[config.mk]
export PLATFORM = sky130hd
export DESIGN_NAME = pad_cfg_loader
export DESIGN_NICKNAME = d
export VERILOG_FILES = /design/src/rtl/pcl_pkg.sv /design/src/rtl/pcl_mirror.sv /design/src/rtl/pcl_shift.sv /design/src/rtl/pcl_seq.sv /design/src/rtl/pad_cfg_loader.sv
export SDC_FILE = /design/constraint.sdc
export NUM_CORES = 2
export LEC_CHECK = 0
export ABC_AREA = 1
export BUFFER_PORTS_ARGS = -buffer_cell sky130_fd_sc_hd__buf_4
export CAP_MARGIN = 20
export CORE_MARGIN = 1.5
export CORE_UTILIZATION = 57
export CTS_BUF_LIST = sky130_fd_sc_hd__clkbuf_4
export DETAILED_ROUTE_END_ITERATION = 8
export HOLD_SLACK_MARGIN = 0.03
export PLACE_DENSITY = 0.75
export SLEW_MARGIN = 10
export SYNTH_ARGS = -nofsm -noshare
export SYNTH_HDL_FRONTEND = slang
export SYNTH_SLANG_ARGS = --single-unit
[constraint.sdc]
create_clock -name clk -period 7.15 [get_ports clk]
set_input_delay 1.7875 -clock clk [delete_from_list [all_inputs] [get_ports clk]]
set_output_delay 1.7875 -clock clk [all_outputs]
set_load 0.005 [all_outputs]
[src/rtl/pcl_pkg.sv]
package pcl_pkg;
    typedef enum logic [1:0] {
        ST_IDLE = 2'd0,
        ST_LOW  = 2'd1,
        ST_HIGH = 2'd2,
        ST_LOAD = 2'd3
    } seq_state_e;
endpackage

[src/rtl/pcl_mirror.sv]
module pcl_mirror #(
    parameter int NUM_PADS    = 32,
    parameter int CFG_W       = 13,
    parameter int ADDR_W      = 8,
    parameter int DATA_W      = 32,
    parameter int NUM_SPECIAL = 2,
    parameter logic [CFG_W-1:0] DEF_SPECIAL = 13'h1801,
    parameter logic [CFG_W-1:0] DEF_NORMAL  = 13'h0403,
    parameter int CFG_BASE    = 8,
    parameter int XFER_OFF    = 4
) (
    input  logic                      clk,
    input  logic                      rst_n,
    input  logic                      sel,
    input  logic                      wr,
    input  logic [ADDR_W-1:0]         addr,
    input  logic [DATA_W-1:0]         wdata,
    input  logic                      busy,
    output logic [DATA_W-1:0]         rdata,
    output logic                      start,
    output logic [NUM_PADS*CFG_W-1:0] cfg_flat
);
    localparam int PAD_W = (NUM_PADS > 1) ? $clog2(NUM_PADS) : 1;
    localparam logic [ADDR_W:0]   BASE_A = (ADDR_W+1)'(CFG_BASE);
    localparam logic [ADDR_W:0]   END_A  = (ADDR_W+1)'(CFG_BASE + 4*NUM_PADS);
    localparam logic [ADDR_W-1:0] XFER_A = ADDR_W'(XFER_OFF);

    logic              hit_cfg;
    logic              hit_xfer;
    logic [ADDR_W-1:0] rel;
    logic [PAD_W-1:0]  pad_sel;
    logic [CFG_W-1:0]  cfg_arr [NUM_PADS];
    logic              unused_bits;

    assign hit_cfg  = ({1'b0, addr} >= BASE_A) && ({1'b0, addr} < END_A) && (addr[1:0] == 2'b00);
    assign hit_xfer = (addr == XFER_A);
    assign rel      = addr - ADDR_W'(CFG_BASE);
    assign pad_sel  = rel[PAD_W+1:2];
    assign unused_bits = ^{wdata[DATA_W-1:CFG_W], rel};

    for (genvar p = 0; p < NUM_PADS; p++) begin : g_pad
        localparam logic [CFG_W-1:0] DEF_P = (p < NUM_SPECIAL) ? DEF_SPECIAL : DEF_NORMAL;
        logic wr_hit;
        assign wr_hit = sel && wr && hit_cfg && (pad_sel == PAD_W'(p));
        always_ff @(posedge clk or negedge rst_n) begin
            if (!rst_n)
                cfg_arr[p] <= DEF_P;
            else if (wr_hit)
                cfg_arr[p] <= wdata[CFG_W-1:0];
        end
        assign cfg_flat[p*CFG_W +: CFG_W] = cfg_arr[p];
    end

    always_comb begin
        rdata = '0;
        if (sel && !wr) begin
            if (hit_cfg)
                rdata[CFG_W-1:0] = cfg_arr[pad_sel];
            else if (hit_xfer)
                rdata[0] = busy;
        end
    end

    assign start = sel && wr && hit_xfer && wdata[0] && !busy;

    AST_MIRROR_STABLE: assert property (@(posedge clk) disable iff (!rst_n)
        !(sel && wr) |=> $stable(cfg_flat));
endmodule

[src/rtl/pcl_shift.sv]
module pcl_shift #(
    parameter int TOTAL = 416
) (
    input  logic             clk,
    input  logic             rst_n,
    input  logic             capture,
    input  logic             advance,
    input  logic [TOTAL-1:0] par_in,
    output logic             msb
);
    logic [TOTAL-1:0] sreg;

    always_ff @(posedge clk or negedge rst_n) begin
        if (!rst_n)
            sreg <= '0;
        else if (capture)
            sreg <= par_in;
        else if (advance)
            sreg <= {sreg[TOTAL-2:0], 1'b0};
    end

    assign msb = sreg[TOTAL-1];
endmodule

[src/rtl/pcl_seq.sv]
module pcl_seq
    import pcl_pkg::*;
#(
    parameter int TOTAL = 416
) (
    input  logic clk,
    input  logic rst_n,
    input  logic start,
    output logic capture,
    output logic advance,
    output logic ser_clk,
    output logic ser_load,
    output logic busy
);
    localparam int CNT_W = $clog2(TOTAL + 1);
    localparam logic [CNT_W-1:0] LAST = CNT_W'(TOTAL - 1);

    seq_state_e       state, nxt;
    logic [CNT_W-1:0] sent;

    always_ff @(posedge clk or negedge rst_n) begin
        if (!rst_n) begin
            state <= ST_IDLE;
            sent  <= '0;
        end else begin
            state <= nxt;
            if (state == ST_IDLE)
                sent <= '0;
            else if (state == ST_HIGH)
                sent <= sent + 1'b1;
        end
    end

    always_comb begin
        nxt = state;
        unique case (state)
            ST_IDLE: if (start) nxt = ST_LOW;
            ST_LOW:  nxt = ST_HIGH;
            ST_HIGH: nxt = (sent == LAST) ? ST_LOAD : ST_LOW;
            ST_LOAD: nxt = ST_IDLE;
            default: nxt = ST_IDLE;
        endcase
    end

    always_comb begin
        capture  = 1'b0;
        advance  = 1'b0;
        ser_clk  = 1'b0;
        ser_load = 1'b0;
        busy     = 1'b1;
        unique case (state)
            ST_IDLE: begin
                busy    = 1'b0;
                capture = start;
            end
            ST_LOW:  ;
            ST_HIGH: begin
                ser_clk = 1'b1;
                advance = 1'b1;
            end
            ST_LOAD: ser_load = 1'b1;
            default: busy = 1'b0;
        endcase
    end

    logic [CNT_W-1:0] chk_rises;
    always_ff @(posedge clk or negedge rst_n) begin
        if (!rst_n)
            chk_rises <= '0;
        else if (capture)
            chk_rises <= '0;
        else if (ser_clk)
            chk_rises <= chk_rises + 1'b1;
    end

    AST_CLK_ONE_HIGH: assert property (@(posedge clk) disable iff (!rst_n)
        $rose(ser_clk) |=> !ser_clk);
    AST_START_BUSY: assert property (@(posedge clk) disable iff (!rst_n)
        capture |=> (busy && !ser_clk && !ser_load));
    AST_LOAD_SINGLE: assert property (@(posedge clk) disable iff (!rst_n)
        ser_load |=> (!ser_load && !busy));
    AST_FULL_STREAM: assert property (@(posedge clk) disable iff (!rst_n)
        ser_load |-> (chk_rises == CNT_W'(TOTAL)));
endmodule

[src/rtl/pad_cfg_loader.sv]
module pad_cfg_loader #(
    parameter int NUM_PADS    = 32,
    parameter int CFG_W       = 13,
    parameter int ADDR_W      = 8,
    parameter int DATA_W      = 32,
    parameter int NUM_SPECIAL = 2,
    parameter logic [CFG_W-1:0] DEF_SPECIAL = 13'h1801,
    parameter logic [CFG_W-1:0] DEF_NORMAL  = 13'h0403,
    parameter int CFG_BASE    = 8,
    parameter int XFER_OFF    = 4
) (
    input  logic              clk,
    input  logic              rst_n,
    input  logic              bus_sel,
    input  logic              bus_wr,
    input  logic [ADDR_W-1:0] bus_addr,
    input  logic [DATA_W-1:0] bus_wdata,
    output logic [DATA_W-1:0] bus_rdata,
    output logic              busy,
    output logic              ser_clk,
    output logic              ser_dat,
    output logic              ser_load
);
    localparam int TOTAL = NUM_PADS * CFG_W;

    logic             start;
    logic             capture;
    logic             advance;
    logic [TOTAL-1:0] cfg_flat;
    logic [TOTAL-1:0] stream_order;

    pcl_mirror #(
        .NUM_PADS(NUM_PADS), .CFG_W(CFG_W), .ADDR_W(ADDR_W), .DATA_W(DATA_W),
        .NUM_SPECIAL(NUM_SPECIAL), .DEF_SPECIAL(DEF_SPECIAL), .DEF_NORMAL(DEF_NORMAL),
        .CFG_BASE(CFG_BASE), .XFER_OFF(XFER_OFF)
    ) u_mirror (
        .clk(clk), .rst_n(rst_n), .sel(bus_sel), .wr(bus_wr), .addr(bus_addr),
        .wdata(bus_wdata), .busy(busy), .rdata(bus_rdata), .start(start),
        .cfg_flat(cfg_flat)
    );

    // Farthest pad occupies the top of the stream so it leaves first.
    assign stream_order = cfg_flat;

    pcl_seq #(.TOTAL(TOTAL)) u_seq (
        .clk(clk), .rst_n(rst_n), .start(start), .capture(capture),
        .advance(advance), .ser_clk(ser_clk), .ser_load(ser_load), .busy(busy)
    );

    pcl_shift #(.TOTAL(TOTAL)) u_shift (
        .clk(clk), .rst_n(rst_n), .capture(capture), .advance(advance),
        .par_in(stream_order), .msb(ser_dat)
    );

    AST_DATA_STABLE_HIGH: assert property (@(posedge clk) disable iff (!rst_n)
        ser_clk |-> $stable(ser_dat));
endmodule

* Word level (Yosys, flattened, before mapping) *
Cells that the tools add are included.

word-level totals
  register bits after elaboration = 843
  input bits = 44
  output and inout bits = 36
  logic and storage cells = 142

operators by class
  $add $sub $neg = 2
  $lt $le $gt $ge = 3
  eq/ne operators = 37
  multiplexer cells = 18
  bitwise gates (word level) = 1
  reductions and logical operators = 46

operator list
  cell                                                                                  number
  416-bit 2-to-1 mux                                                                    2
  5-bit == test (second input constant)                                                 16
  13-bit binary-select mux with 5-bit select                                            1
  5-bit by 4-bit == test with 1-bit output (second input constant)                      8
  1-bit logical AND                                                                     40
  13-bit 2-to-1 mux                                                                     3
  5-bit by 3-bit == test with 1-bit output (second input constant)                      4
  9-bit 2-to-1 mux                                                                      2
  12-bit 2-to-1 mux                                                                     1
  5-bit by 2-bit == test with 1-bit output (second input constant)                      2
  9-bit by 1-bit adder with 9-bit output (second input constant)                        1
  9-bit == test (second input constant)                                                 1
  8-bit by 3-bit == test with 1-bit output (second input constant)                      1
  8-bit by 4-bit greater-or-equal comparator with 1-bit output (second input constant)  1
  8-bit < comparator (second input constant)                                            1
  2-bit one-hot mux with 4 select lines                                                 1
  7-bit by 4-bit subtractor with 7-bit output (second input constant)                   1
  6-bit greater-or-equal comparator (second input constant)                             1
  1-bit 2-to-1 mux                                                                      6
  5-bit inverter with 6-bit output                                                      1
  5-bit by 1-bit == test with 1-bit output (second input constant)                      1
  5-bit zero test                                                                       1
  2-bit == test (second input constant)                                                 2
  2-bit zero test                                                                       2
  5 further kinds                                                                       7

* Depth between registers and ports, before layout *
  depth after elaboration = 7
  mapped depth = 13
  depth with buffers taken out = 10

* Cells and area by module *
Synthesis repeated with hierarchy kept, for this count alone.

second synthesis, totals
  cell total of the unflattened synthesis = 4730
  area, all modules = 39570.5 µm²

by module, submodules not included
  module      times used  cells each  area each (µm²)
  pcl_mirror  1           2389        20231.9
  pcl_shift   1           2265        18734.2
  pcl_seq     1           76          604.3

* Least setup slack after synthesis *
Ideal clock, no wire load.

  path type = input to output
  start = input bus_addr[3]
  end = output bus_rdata[10]
  arrival = 3.591 ns
  data required time = 5.362 ns
  setup slack = 1.772 ns
  stages on the path = 12
  path buffers = 3
  path through = inv_4 -> clkbuf_1 -> ha_1 -> inv_2 -> nor2_4 -> buf_6 -> clkbuf_2 -> o21ai_0 -> nand2_1 -> nor2_1 -> nor2_1 -> nor2_1

between the ends
  word-level cells in the longest chain between the ends = 7
  elaborated cells between the ends (all ways) = 11
  those cells by class = add/sub (1); order compare (2); mux (5); bitwise (1); reduce/logical (2)

RTL lines
  element                                                 RTL line              RTL
  start, declared                                         pad_cfg_loader.sv:16  input logic [ADDR_W-1:0] bus_addr,
  7-bit by 4-bit subtractor with 7-bit output             pcl_mirror.sv:37      assign rel = addr - ADDR_W'(CFG_BASE);
  5-bit inverter with 6-bit output (implied by the code)  pcl_mirror.sv:58      rdata[CFG_W-1:0] = cfg_arr[pad_sel];
  13-bit binary-select mux with 5-bit select              pcl_mirror.sv:58
  13-bit 2-to-1 mux (implied by the code) (2 in series)   pcl_mirror.sv:58
  12-bit 2-to-1 mux (*)                                   pcl_mirror.sv:57      if (hit_cfg)
  13-bit 2-to-1 mux (*)                                   pcl_mirror.sv:56      if (sel && !wr) begin
  end, declared                                           pad_cfg_loader.sv:18  output logic [DATA_W-1:0] bus_rdata,

Every way passes the cells marked *; elsewhere a longest branch is shown, timed or not. The select of a mux whose other input is x is not followed.

* Worst setup path after layout *
  start = input bus_addr[2]
  end = output bus_rdata[4]

Same word-level chain as after synthesis.

==> flow_results.org <==
** Min path
- The startpoint identified for the worst hold timing path is u_shift.sreg[25].
- Along the worst hold path, the cell count comes to 2.
- The path class of the tightest hold or removal check is register to register.
- For hold timing, the worst endpoint is u_shift.sreg[26].

** STA
- Tcrit/Tclk final :: 88.29%
- Worst slack on hold paths :: 0.4629 ns
- Minimum clock period after layout :: 6.312 ns
- The total count of hold-check failures in the final report is 0.
- Setup violations remaining at the end of the flow were counted as 0.
- Unrepaired setup endpoints after global routing :: no
- Between clock sinks in the finished design, the worst skew comes to 0.05286 ns.
- Setup total negative slack :: 0 ns
- Max-slew headroom :: 25.40%
- The count of final max-slew check failures is 0.
- For the pin with the worst max-slew slack, the measured transition is 1.119 ns.
- For this run, the top clock speed supported by timing is 158.4 MHz.

** Route
- The first TritonRoute pass finished after 7 iterations.
- The routed layout has 32490 vias.
- Overall routed net length :: 108.2 mm
- After detailed routing, the number of remaining DRC violations is 0.
- Post-DR wirelength/cell :: 19.25 um
- In this run the remaining antenna-violating nets after routing total 0.
- Number of vias per cell :: 5.783
- After the first detailed-routing iteration, the DRC count stood at 3826.

** Global routing
- Antenna violations before repair :: 4
- Total GRT Usage :: 32.32%
- The first global-routing pass estimated 170.9 mm of wire.
- Pin count of the biggest net entering global routing :: 180
- For this run the aggregate overflow at the end of global routing stands at 0.
- Via count of the first global-routing pass :: 30860

** Clock network
- TritonCTS built the clock tree.
- Clock tree synthesis inserted a total of 210 buffers.
- The cell sitting at the root of the clock tree is a sky130_fd_sc_hd__clkbuf_4.
- The H-tree generated during clock tree synthesis spans 4 levels.
- The clock reaches the later pin of the worst-skew pair after 1.07 ns.
- After clock tree synthesis, the clock-pin slew on the worst setup and hold paths is 0.06 ns.
- Number of sinks driven by the clock tree :: 843
- Clock Tree Buf Depth :: 3
- In this run, post-CTS repair resized a total of 0 instances.
- # hold bufs at CTS :: 0
- Post-CTS setup buffer count :: 0

** Floorplanning
- The die covers 68590 um^2.
- Core region area :: 66100 um^2
- During I/O placement, the number of pins put on the boundary was 80.
- The floorplan step set the die height to 261.9 um.
- Number of rows in the core area :: 94
- Starting density of the core :: 57.80%
- X dimension of the die :: 261.9 um

** Setup path
- Classification of the worst setup path :: input pin to output pin
- Data on the critical path is required at its endpoint by 5.36 ns.
- Type of element launching the critical path :: input pin
- Maximum fanout count along the critical path :: 40
- Cell depth of the worst flop-to-flop path :: 5
- In this run the register-to-register setup slack is 3.43 ns.
- The worst register-to-register path begins at u_seq.state[0].
- The endpoint identified for the worst register-to-register timing path is u_shift.sreg[104].
- The worst setup path is captured at an output pin.
- At the worst endpoint, the arrival time is 4.52 ns.

** Logic synthesis
- Yosys mapped a number of flops with a built-in enable equal to 0.
- For this run, asynchronously set or reset flops after synthesis account for 100.0%.
- Area contributors post-synth :: sky130_fd_sc_hd__dfrtp_1, sky130_fd_sc_hd__nand2_1, sky130_fd_sc_hd__o21ai_0
- sky130_fd_sc_hd__dfrtp_1 takes more of the synthesized area than any other cell.
- Counting flops and latches in the post-synthesis netlist gives 843.
- Yosys printed 0 warnings.
- Average cell area after synthesis :: 8.353 um^2
- Sequential elements use 55.53% of the synthesized area.
- Fraction of synthesized cell area taken by the top area cell type :: 48.92%
- Instance count of the mapped netlist :: 4574
- Post-synthesis cell area :: 38210 um^2
- Count of different cell masters after synthesis :: 42
- The most used flip-flop cell after synthesis is sky130_fd_sc_hd__dfrtp_1.

** Cells and area
- For this run, the post-layout net count is 4620.
- Layout overhead on the synthesized area :: 8.616%
- Cells with a size suffix above 1 make up 13.05% of the layout.
- In the layout the commonest cells are sky130_fd_sc_hd__nand2_1, sky130_fd_sc_hd__dfrtp_1, sky130_fd_sc_hd__o21ai_0, sky130_fd_sc_hd__clkbuf_4, sky130_fd_sc_hd__nand3_1.
- Leaving out fill and tap cells, the most frequent cell in the layout is sky130_fd_sc_hd__nand2_1.
- After filler insertion, the fill cell instance count of the layout stands at 5739.

** Power and ir drop
- For this design the static power due to leakage is 18.34 nW.
- Power Density :: 237.6 nW/um^2
- Peak supply drop :: 162.2 uV
- PnR Total Power :: 9.860 mW

** Run
- Maxcap violations :: 0

** Place
- Detailed placement finished with a half-perimeter wire length of 61.59 mm.
- RD Place Congestion :: 0.8647
- Input and output buffers added on the ports amount to 41.

** Outcome
- Status :: finished, final reports clean
[cells by family (layout without fill, tap and decap cells)]
logic type | after synthesis | count (layout) | synth area share (%)
AO/OA/AOI/OAI | 816 | 816 | 11.58
XOR/XNOR | 2 | 2 | 0.08517
adder cells (fa/ha/maj) | 2 | 2 | 0.06548
buffers and inverters | 495 | 653 | 6.242
flip-flops | 843 | 843 | 55.53
other | 1 | 23 | 0.009815
AND/OR/NAND/NOR | 2415 | 2415 | 26.49
[layout make-up]
| type | count | area [um^2] | share of cell area [%] |
|---|---|---|---|
| clock buffer | 353 | 2650 | 6.386 |
| antenna | 4 | 10.01 | 0.02412 |
| multi-input combinational | 3254 | 14720 | 35.46 |
| timing repair buffer | 103 | 993.5 | 2.394 |
| sequential | 843 | 21220 | 51.12 |
| clock inverter | 35 | 212.7 | 0.5125 |
| tap | 864 | 1081 | 2.605 |
| inverter | 162 | 620.6 | 1.495 |
[report_power, final]
part	leakage [nW]	internal [mW]	switching, mW
clock network	1.72	2.29	2.00
logic	7.28	0.146	0.503
registers	9.34	4.87	0.0585
[how the worst max path moves through the flow]
| stage | start | end | slack [ns] |
|---|---|---|---|
| finish | bus_addr[2] | bus_rdata[4] | 0.84 |
| global route | bus_addr[3] | bus_rdata[4] | 0.87 |
| CTS | bus_addr[2] | bus_rdata[5] | 1.03 |
| detailed placement | bus_addr[2] | bus_rdata[5] | 1.04 |
| global placement | bus_addr[2] | bus_rdata[5] | 1.09 |
| floorplan | bus_addr[3] | bus_rdata[10] | 1.77 |
[worst max-delay path: stages]
cell,delay [ns]
sky130_fd_sc_hd__buf_4,0.14
sky130_fd_sc_hd__buf_4,0.24
sky130_fd_sc_hd__inv_2,0.12
sky130_fd_sc_hd__buf_12,0.23
sky130_fd_sc_hd__nor2_1,0.07
sky130_fd_sc_hd__o21ai_0,0.44
sky130_fd_sc_hd__nand2_1,0.18
sky130_fd_sc_hd__nand2_1,0.14
sky130_fd_sc_hd__nand2_1,0.08
sky130_fd_sc_hd__o21ai_0,0.41
sky130_fd_sc_hd__nand2_1,0.10
sky130_fd_sc_hd__nor2_1,0.35
sky130_fd_sc_hd__buf_4,0.19
[cells in the mapped netlist (2+ instances only)]
master and n:
sky130_fd_sc_hd__clkbuf_2 8, sky130_fd_sc_hd__nand4_4 30, sky130_fd_sc_hd__o21ai_1 116, sky130_fd_sc_hd__nand2_2 3
sky130_fd_sc_hd__a22oi_1 8, sky130_fd_sc_hd__inv_1 155, sky130_fd_sc_hd__inv_4 2, sky130_fd_sc_hd__buf_6 29
sky130_fd_sc_hd__a21oi_1 4, sky130_fd_sc_hd__o21ai_0 559, sky130_fd_sc_hd__o22ai_1 2, sky130_fd_sc_hd__nor2_8 3
sky130_fd_sc_hd__buf_2 108, sky130_fd_sc_hd__nand2_1 1855, sky130_fd_sc_hd__buf_4 32, sky130_fd_sc_hd__buf_1 4
sky130_fd_sc_hd__nand4_1 7, sky130_fd_sc_hd__o211ai_1 124, sky130_fd_sc_hd__nor2_1 197, sky130_fd_sc_hd__nand3_1 302
sky130_fd_sc_hd__clkbuf_1 149, sky130_fd_sc_hd__buf_8 2, sky130_fd_sc_hd__inv_2 4, sky130_fd_sc_hd__ha_1 2
sky130_fd_sc_hd__nor2_4 4, sky130_fd_sc_hd__nor3_1 6, sky130_fd_sc_hd__dfstp_2 96, sky130_fd_sc_hd__dfrtp_1 747
sky130_fd_sc_hd__nand4_2 2, sky130_fd_sc_hd__nand3_2 2
[state kept, by name, summed over array words and instances (netlist names)]
register,count
u_mirror.cfg_flat,416
u_shift.sreg,416
u_seq.sent,9
u_seq.state,2
[metal layers]
layer | part of all wire [%] | routed length (um) | vias to the layer above | global-route usage (%)
met4 | 2.9 | 3187 | 4 | 12.79
met2 | 44 | 47490 | 1520 | 47.16
met1 | 42 | 45700 | 15840 | 45.44
met5 | 0.025 | 27 | - | 0
met3 | 11 | 11770 | 201 | 9.790
li1 | - | - | 14930 | -
[per-stage QoR]
stage	std cells	setup WS, ns	util [%]	instance area, um^2
after floorplan	4592	1.772	-	38280
after global placement	5226	1.086	58.44	38630
after detailed placement	5226	1.041	58.44	38630
after CTS	5614	1.033	62.77	41490
after global routing	5615	0.8709	62.77	41490
final	5618	0.8376	62.78	41500
(Power assumes the default switching activity.)
